<file path="config.mk">
export PLATFORM = sky130hd
export DESIGN_NAME = otp_byte_mem
export DESIGN_NICKNAME = d
export VERILOG_FILES = /design/src/rtl/otp_pkg.sv /design/src/rtl/otp_mode_dec.sv /design/src/rtl/otp_array.sv /design/src/rtl/otp_out_stage.sv /design/src/rtl/otp_byte_mem.sv
export SDC_FILE = /design/constraint.sdc
export NUM_CORES = 2
export LEC_CHECK = 0
export BUFFER_PORTS_ARGS = -buffer_cell sky130_fd_sc_hd__buf_2
export CAP_MARGIN = 30
export CORE_MARGIN = 1.5
export CORE_UTILIZATION = 45
export DETAILED_ROUTE_END_ITERATION = 8
export SLEW_MARGIN = 20
export SYNTH_ARGS = -nofsm -noshare
export SYNTH_HDL_FRONTEND = slang
export SYNTH_SLANG_ARGS = --single-unit
export TNS_END_PERCENT = 1
</file>
<file path="constraint.sdc">
create_clock -name clk -period 2.8 [get_ports clk]
set_input_delay 0.28 -clock clk [delete_from_list [all_inputs] [get_ports clk]]
set_output_delay 0.28 -clock clk [all_outputs]
set_load 0.01 [all_outputs]
</file>
<file path="src/rtl/otp_pkg.sv">
package otp_pkg;

    typedef enum logic [2:0] {
        MD_READ    = 3'd0,
        MD_OUTDIS  = 3'd1,
        MD_STANDBY = 3'd2,
        MD_PROG    = 3'd3,
        MD_VERIFY  = 3'd4,
        MD_INHIBIT = 3'd5,
        MD_IDENT   = 3'd6,
        MD_INVALID = 3'd7
    } otp_mode_e;

    localparam logic [7:0] MAKER_CODE = 8'h97;
    localparam logic [7:0] PART_CODE  = 8'hD6;
    localparam logic [7:0] BLANK_BYTE = 8'hFF;

    function automatic logic mode_drives_bus(otp_mode_e m);
        return (m == MD_READ) || (m == MD_VERIFY) || (m == MD_IDENT);
    endfunction

endpackage

</file>
<file path="src/rtl/otp_mode_dec.sv">
module otp_mode_dec
    import otp_pkg::*;
#(
    parameter int ADDR_W = 8
) (
    input  logic [ADDR_W-1:0] addr_i,
    input  logic              ce_n_i,
    input  logic              oe_n_i,
    input  logic              prog_n_i,
    input  logic              vpp_hi_i,
    input  logic              id_hv_i,
    output otp_mode_e         mode_o
);

    logic upper_clear;

    always_comb begin
        upper_clear = (addr_i[ADDR_W-1:1] == '0);
        mode_o      = MD_INVALID;
        if (!vpp_hi_i) begin
            if (id_hv_i) begin
                if (!ce_n_i && !oe_n_i && upper_clear) mode_o = MD_IDENT;
            end else if (ce_n_i) begin
                mode_o = MD_STANDBY;
            end else if (oe_n_i) begin
                mode_o = MD_OUTDIS;
            end else begin
                mode_o = MD_READ;
            end
        end else if (!id_hv_i) begin
            if (ce_n_i)                     mode_o = MD_INHIBIT;
            else if (!oe_n_i && prog_n_i)   mode_o = MD_VERIFY;
            else if (oe_n_i && !prog_n_i)   mode_o = MD_PROG;
            else if (oe_n_i && prog_n_i)    mode_o = MD_INHIBIT;
        end
    end

endmodule

</file>
<file path="src/rtl/otp_array.sv">
module otp_array
    import otp_pkg::*;
#(
    parameter int ADDR_W            = 8,
    parameter int STROBES_PER_WRITE = 1
) (
    input  logic              clk,
    input  logic              rst_n,
    input  logic              erase_i,
    input  logic              prog_i,
    input  logic [ADDR_W-1:0] addr_i,
    input  logic [7:0]        wdata_i,
    output logic [7:0]        rdata_o,
    output logic              commit_o
);

    localparam int DEPTH = 1 << ADDR_W;
    localparam int CW    = (STROBES_PER_WRITE < 2) ? 1 : $clog2(STROBES_PER_WRITE + 1);

    typedef struct packed {
        logic [DEPTH-1:0][7:0]    mem;
        logic [DEPTH-1:0][CW-1:0] cnt;
        logic                     prev_prog;
    } arr_st_t;

    arr_st_t st_d, st_q;
    logic    strobe;

    always_comb begin
        st_d           = st_q;
        commit_o       = 1'b0;
        strobe         = prog_i && !st_q.prev_prog;
        st_d.prev_prog = prog_i;
        if (erase_i) begin
            st_d.mem = '1;
            st_d.cnt = '0;
        end else if (strobe) begin
            if (int'(st_q.cnt[addr_i]) + 1 >= STROBES_PER_WRITE) begin
                st_d.mem[addr_i] = st_q.mem[addr_i] & wdata_i;
                st_d.cnt[addr_i] = '0;
                commit_o         = 1'b1;
            end else begin
                st_d.cnt[addr_i] = st_q.cnt[addr_i] + CW'(1);
            end
        end
    end

    always_ff @(posedge clk) begin
        if (!rst_n) begin
            st_q.mem       <= '1;
            st_q.cnt       <= '0;
            st_q.prev_prog <= 1'b0;
        end else begin
            st_q <= st_d;
        end
    end

    assign rdata_o = st_q.mem[addr_i];

    // after an erase edge the addressed byte is blank
    a_r10_erase_blanks: assert property (@(posedge clk) disable iff (!rst_n)
        erase_i |=> (st_q.mem[$past(addr_i)] == BLANK_BYTE));

    // a committed write never raises a bit
    a_r5_only_clears: assert property (@(posedge clk) disable iff (!rst_n)
        commit_o |=> ((st_q.mem[$past(addr_i)] & ~$past(st_q.mem[addr_i])) == 8'h00));

    // no program and no erase means the array holds
    a_r7_array_holds: assert property (@(posedge clk) disable iff (!rst_n)
        (!prog_i && !erase_i) |=> $stable(st_q.mem));

    // a held program combination commits at most on its first cycle
    a_r11_single_strobe: assert property (@(posedge clk) disable iff (!rst_n)
        (prog_i && $past(prog_i)) |-> !commit_o);

endmodule

</file>
<file path="src/rtl/otp_out_stage.sv">
module otp_out_stage
    import otp_pkg::*;
(
    input  logic      clk,
    input  logic      rst_n,
    input  otp_mode_e mode_i,
    input  logic      addr_lsb_i,
    input  logic [7:0] rdata_i,
    output logic [7:0] data_o,
    output logic      valid_o
);

    typedef struct packed {
        logic [7:0] data;
        logic       valid;
    } out_st_t;

    out_st_t st_d, st_q;

    always_comb begin
        st_d = '0;
        unique case (mode_i)
            MD_READ, MD_VERIFY: begin
                st_d.valid = 1'b1;
                st_d.data  = rdata_i;
            end
            MD_IDENT: begin
                st_d.valid = 1'b1;
                st_d.data  = addr_lsb_i ? PART_CODE : MAKER_CODE;
            end
            default: st_d = '0;
        endcase
    end

    always_ff @(posedge clk) begin
        if (!rst_n) st_q <= '0;
        else        st_q <= st_d;
    end

    assign data_o  = st_q.data;
    assign valid_o = st_q.valid;

    // a released bus carries zero
    a_r3_quiet_bus: assert property (@(posedge clk) disable iff (!rst_n)
        !valid_o |-> (data_o == 8'h00));

    // disable and standby release the bus one cycle later
    a_r3_release: assert property (@(posedge clk) disable iff (!rst_n)
        ((mode_i == MD_OUTDIS) || (mode_i == MD_STANDBY)) |=> !valid_o);

    // identifier with low address bit 0 returns the maker code
    a_r8_maker_code: assert property (@(posedge clk) disable iff (!rst_n)
        ((mode_i == MD_IDENT) && !addr_lsb_i) |=> (valid_o && data_o == MAKER_CODE));

endmodule

</file>
<file path="src/rtl/otp_byte_mem.sv">
module otp_byte_mem
    import otp_pkg::*;
#(
    parameter int ADDR_W            = 8,
    parameter int STROBES_PER_WRITE = 1
) (
    input  logic              clk,
    input  logic              rst_n,
    input  logic              erase_i,
    input  logic [ADDR_W-1:0] addr_i,
    input  logic              ce_n_i,
    input  logic              oe_n_i,
    input  logic              prog_n_i,
    input  logic              vpp_hi_i,
    input  logic              id_hv_i,
    input  logic [7:0]        wr_data_i,
    output logic [7:0]        bus_data_o,
    output logic              bus_valid_o
);

    otp_mode_e  mode;
    logic [7:0] rdata;
    logic       commit;

    otp_mode_dec #(.ADDR_W(ADDR_W)) u_dec (
        .addr_i   (addr_i),
        .ce_n_i   (ce_n_i),
        .oe_n_i   (oe_n_i),
        .prog_n_i (prog_n_i),
        .vpp_hi_i (vpp_hi_i),
        .id_hv_i  (id_hv_i),
        .mode_o   (mode)
    );

    otp_array #(
        .ADDR_W            (ADDR_W),
        .STROBES_PER_WRITE (STROBES_PER_WRITE)
    ) u_array (
        .clk      (clk),
        .rst_n    (rst_n),
        .erase_i  (erase_i),
        .prog_i   (mode == MD_PROG),
        .addr_i   (addr_i),
        .wdata_i  (wr_data_i),
        .rdata_o  (rdata),
        .commit_o (commit)
    );

    otp_out_stage u_out (
        .clk        (clk),
        .rst_n      (rst_n),
        .mode_i     (mode),
        .addr_lsb_i (addr_i[0]),
        .rdata_i    (rdata),
        .data_o     (bus_data_o),
        .valid_o    (bus_valid_o)
    );

    // a write only lands under the program pin combination
    a_r4_commit_needs_prog: assert property (@(posedge clk) disable iff (!rst_n)
        commit |-> (vpp_hi_i && !id_hv_i && !ce_n_i && oe_n_i && !prog_n_i));

    // raised supply with chip enable high never programs
    a_r7_ce_inhibits: assert property (@(posedge clk) disable iff (!rst_n)
        (vpp_hi_i && ce_n_i) |-> !commit);

    // both flags set together release the bus
    a_r9_flags_clash: assert property (@(posedge clk) disable iff (!rst_n)
        (vpp_hi_i && id_hv_i) |=> !bus_valid_o);

    // verify drives the bus one cycle later
    a_r6_verify_drives: assert property (@(posedge clk) disable iff (!rst_n)
        (vpp_hi_i && !id_hv_i && !ce_n_i && !oe_n_i && prog_n_i) |=> bus_valid_o);

endmodule

</file>
==> impl_table.tex <==
\begin{tabular}{lr}
\hline
Metric & Value \\
\hline
\multicolumn{2}{l}{\textbf{Yosys}} \\
Register area share after synthesis & 49.15\% \\
Biggest area consumer among synthesized cells & sky130\_fd\_sc\_hd\_\_dfxtp\_1 \\
Ranking of synthesized cells by area & sky130\_fd\_sc\_hd\_\_dfxtp\_1 49\%, sky130\_fd\_sc\_hd\_\_a21oi\_1 12\%, sky130\_fd\_sc\_hd\_\_o21ai\_0 11\%, sky130\_fd\_sc\_hd\_\_mux4\_2 8.5\%, sky130\_fd\_sc\_hd\_\_mux2i\_1 4.7\% \\
Share of flip-flops with an asynchronous set or reset after synthesis & 0\% \\
Number of enable flip-flop cells after synthesis & 0 \\
Flop and latch count out of synthesis & 2,058 \\
Number of nets in the synthesized netlist & 8,903 \\
Synthesized area & 83,820 um\^{}2 \\
Synthesized instance count & 8,879 \\
Portion of synthesized cell area occupied by the leading cell type & 49.15\% \\
Synth warnings & 0 \\
Most common flop cell mapped by yosys & sky130\_fd\_sc\_hd\_\_dfxtp\_1 \\
Most frequent cell after synthesis & sky130\_fd\_sc\_hd\_\_dfxtp\_1 \\
Mapped Avg Cell Area & 9.441 um\^{}2 \\
Cell types with the highest counts after synthesis & 2,058 x sky130\_fd\_sc\_hd\_\_dfxtp\_1, 2,051 x sky130\_fd\_sc\_hd\_\_a21oi\_1, 1,872 x sky130\_fd\_sc\_hd\_\_o21ai\_0 \\
Distinct cells, synth & 63 \\
\multicolumn{2}{l}{\textbf{Layout}} \\
Area growth, synth to finish & 21.20\% \\
Layout net count & 9,197 \\
Finished Layout Cells & 11,827 \\
Count of filler cells inserted in the layout & 16,415 \\
Layout cells sized above 1 & 20.69\% \\
Cell area after layout & 101,600 um\^{}2 \\
End-of-flow core utilization & 54.84\% \\
\multicolumn{2}{l}{\textbf{STA}} \\
Setup violations, final & 936 \\
Max-slew violation total from the final report & 0 \\
Post-route worst setup slack & -205.4 ps \\
Transition at the pin with the smallest max-transition slack & 783.8 ps \\
Maximum clock rate & 332.7 MHz \\
Normalized max-slew margin & 47.74\% \\
Final worst path period need & 3005 ps \\
Setup repair after global routing missed its margin & true \\
Final cycle utilization of the critical path & 107.3\% \\
Clk\_skew & 62.76 ps \\
Final Hold Fails & 0 \\
\multicolumn{2}{l}{\textbf{Clock tree}} \\
TritonCTS clock tree & yes \\
Sink count of the clock tree & 2,058 \\
Max H-tree Level & 4 \\
Number of clock buffers inserted by TritonCTS & 210 \\
Clk pin slew, worst setup/hold paths & 60 ps \\
Cell chosen for the clock root & sky130\_fd\_sc\_hd\_\_clkbuf\_16 \\
Clock latency reported for the late side of the worst-skew pair & 870 ps \\
Bufs on Longest Clock Path & 3 \\
\multicolumn{2}{l}{\textbf{Drt}} \\
Aggregate routed wire length & 277,700 um \\
Count of unresolved DRC violations after routing & 0 \\
Routed length per instance & 23.48 um \\
Amount of wire on met2 after detailed routing & 127,000 um \\
Vias post-DR & 71,056 \\
Total length of routed met3 wires & 18,680 um \\
Top Layer Used & met4 \\
Vias per cell & 6.008 \\
Iteration-0 DRC Markers & 7,499 \\
Detail Route Antenna Nets & 0 \\
First-pass detailed-route iteration total & 8 \\
M1 WL & 119,300 um \\
\multicolumn{2}{l}{\textbf{Placement}} \\
Worst slack after detailed placement & -1241 ps \\
Weighted congestion reported at the end of routability-driven placement & 0.8939 \\
Placed Area & 93,190 um\^{}2 \\
Count of placed standard cells including taps & 11,406 \\
Half-perimeter wire length after placement & 182,700 um \\
Count of port buffers added during placement & 32 \\
\multicolumn{2}{l}{\textbf{Outcome}} \\
Failing checks & negative setup slack \\
Result of the run & complete, but fails checks \\
\multicolumn{2}{l}{\textbf{GRT}} \\
Largest net degree at the start of global routing & 158 \\
GRT Util Overall & 28.64\% \\
Number of global-route vias before repair & 66,278 \\
Number of antenna violations at the first check in global routing & 5 \\
Total grt overflow & 0 \\
First-pass GRT wire length & 416,700 um \\
\multicolumn{2}{l}{\textbf{Power}} \\
Combinational power share & 7.2\% \\
PwrDens & 612.4 nW/um\^{}2 \\
IR Drop Worst-Case VDD & 0.5251 mV \\
Switching Share & 24.01\% \\
Internal power contribution & 0.04727 W \\
Net switching power & 0.01494 W \\
Leak pwr & 35.05 nW \\
Power share of the clock group & 45.8\% \\
Share of power burned in registers & 47.1\% \\
\multicolumn{2}{l}{\textbf{Setup path}} \\
CP max-delay cell & sky130\_fd\_sc\_hd\_\_or4\_4 \\
Critical-path maximum fanout & 8 \\
Endpoint kind of the worst setup timing path & register \\
CP arrival & 3710 ps \\
Top cell by count, worst path & sky130\_fd\_sc\_hd\_\_buf\_16 \\
Worst Path Required & 3500 ps \\
Largest stage delay on the critical path & 580 ps \\
CP cell instances & mux4\_2, and3\_4, a31oi\_4, nand4\_1, buf\_6, or4\_4, nand3\_4, buf\_12, buf\_16, buf\_16, o21ai\_1 \\
Worst setup path class & register to register \\
Setup crit start kind & register \\
\multicolumn{2}{l}{\textbf{Floorplan}} \\
Die footprint & 188,900 um\^{}2 \\
FP Rows & 158 \\
Initial standard-cell utilization of the core & 45.25\% \\
Floorplan Core Area & 185,200 um\^{}2 \\
Num ports & 33 \\
Die width & 434.6 um \\
Y dimension of the die & 434.6 um \\
\multicolumn{2}{l}{\textbf{Hold path}} \\
Hold Crit Class & input port to register \\
\multicolumn{2}{l}{\textbf{Job}} \\
Number of maximum-capacitance violations & 0 \\
\hline
\end{tabular}
[through the flow]
step	setup TNS, ps	hold WS (ps)	power [W]
finish	-71950	73.79	0.06221
global route	-139400	61.56	0.06387
CTS	-65850	35.20	0.06242
detailed placement	-1721700	449.6	0.03399
global placement	-1660670	440.6	0.03396
floorplan	-10340	433.2	0.03204
[cell usage in the layout (no fill, tap or decap), types with 9 or more instances in the layout]
| master | instances |
|---|---|
| sky130_fd_sc_hd__dfxtp_1 | 2054 |
| sky130_fd_sc_hd__a21oi_1 | 2047 |
| sky130_fd_sc_hd__o21ai_0 | 1578 |
| sky130_fd_sc_hd__buf_4 | 721 |
| sky130_fd_sc_hd__nand2_1 | 415 |
| sky130_fd_sc_hd__mux2i_1 | 392 |
| sky130_fd_sc_hd__mux4_2 | 316 |
| sky130_fd_sc_hd__o21ai_1 | 287 |
| sky130_fd_sc_hd__buf_12 | 253 |
| sky130_fd_sc_hd__clkbuf_16 | 215 |
| sky130_fd_sc_hd__a22oi_1 | 132 |
| sky130_fd_sc_hd__o21ai_2 | 127 |
| sky130_fd_sc_hd__nand3_1 | 98 |
| sky130_fd_sc_hd__o211ai_1 | 80 |
| sky130_fd_sc_hd__clkbuf_8 | 59 |
| sky130_fd_sc_hd__clkbuf_1 | 55 |
| sky130_fd_sc_hd__a221oi_1 | 40 |
| sky130_fd_sc_hd__nand4_1 | 39 |
| sky130_fd_sc_hd__clkinv_2 | 30 |
| sky130_fd_sc_hd__buf_2 | 30 |
| sky130_fd_sc_hd__a22o_1 | 27 |
| sky130_fd_sc_hd__a31oi_1 | 27 |
| sky130_fd_sc_hd__and3_1 | 25 |
| sky130_fd_sc_hd__nor2_1 | 24 |
| sky130_fd_sc_hd__a32oi_1 | 17 |
| sky130_fd_sc_hd__buf_6 | 17 |
| sky130_fd_sc_hd__buf_16 | 15 |
| sky130_fd_sc_hd__a221oi_2 | 12 |
| sky130_fd_sc_hd__bufinv_16 | 10 |
| sky130_fd_sc_hd__a31oi_4 | 9 |
[registers in the layout, summed over array words and instances, names as in the netlist]
name           cells
u_out.valid_o      1
u_array.st_q    2049
u_out.data_o       8
[layout make-up]
cell class                      count  area [um^2]  share of cell area (%)
Inverter                            3        11.26                 0.01108
Tap cell                         2480         3103                   3.054
Multi-Input combinational cell   5848        38770                   38.16
Sequential cell                  2058        41200                   40.56
Clock buffer                      326         6324                   6.225
Clock inverter                     55        703.2                  0.6922
Timing Repair Buffer             1052        11470                   11.29
Antenna cell                        5        12.51                 0.01232
[metal layers]
metal	vias to the layer above	track usage, %
met4	0	12.75
met1	34670	38.85
met2	2551	45.16
met5	-	0
met3	531	4.339
li1	33304	-
[cell families (layout without fill, tap and decap cells)]
kind of cell / after synthesis / after routing / synth area share (%)
compound gates: 4417 / 4417 / 28.06
flops: 2058 / 2058 / 49.15
mux: 717 / 717 / 13.30
other cells: 0 / 5 / 0
simple gates: 714 / 714 / 3.924
buf+inv: 973 / 1436 / 5.571
[repair_timing]
item / in CTS / in global routing
pin swaps: 49 / 41
endpoints found under the setup margin: 1433 / 1742
resized for setup: 260 / 181
cloned: 12 / 3
buffers inserted: 14 / 0
hold endpoints to repair: 54 / 0
hold buffers: 7 / 0
[critical path: cells and delay by family, from the launching register on]
kind	cells	cell delay, ps
muxes	1	470
and+or+nand+nor	4	1090
buffers and inverters	4	730
DFF	1	310
AOI/OAI and AO/OA	2	230
[power by group through the flow]
stage / logic [W] / clock network, W / registers, W
2_1_floorplan: 0.00211 / 0 / 0.0299
3_3_place_gp: 0.00403 / 0 / 0.0299
3_5_place_dp: 0.00405 / 0 / 0.0299
4_1_cts: 0.00434 / 0.0288 / 0.0293
5_1_grt: 0.00459 / 0.0300 / 0.0293
6_report: 0.00446 / 0.0285 / 0.0293
[final timing paths]
kind	startpoint	endpoint	slack, ps	cells after the start
worst max-delay path	u_array.st_q[1017]$_SDFFE_PP1P_	u_array.st_q[2257]$_SDFFE_PP1P_	-210	11
worst min register to register	u_array.st_q[307]$_SDFFE_PP1P_	u_array.st_q[307]$_SDFFE_PP1P_	460	2
worst min-delay path	oe_n_i	u_out.data_o[0]$_SDFF_PN0_	70	6
worst max register to register	u_array.st_q[1017]$_SDFFE_PP1P_	u_array.st_q[2257]$_SDFFE_PP1P_	-210	11
Note: power is estimated with default switching activity, not from simulation.
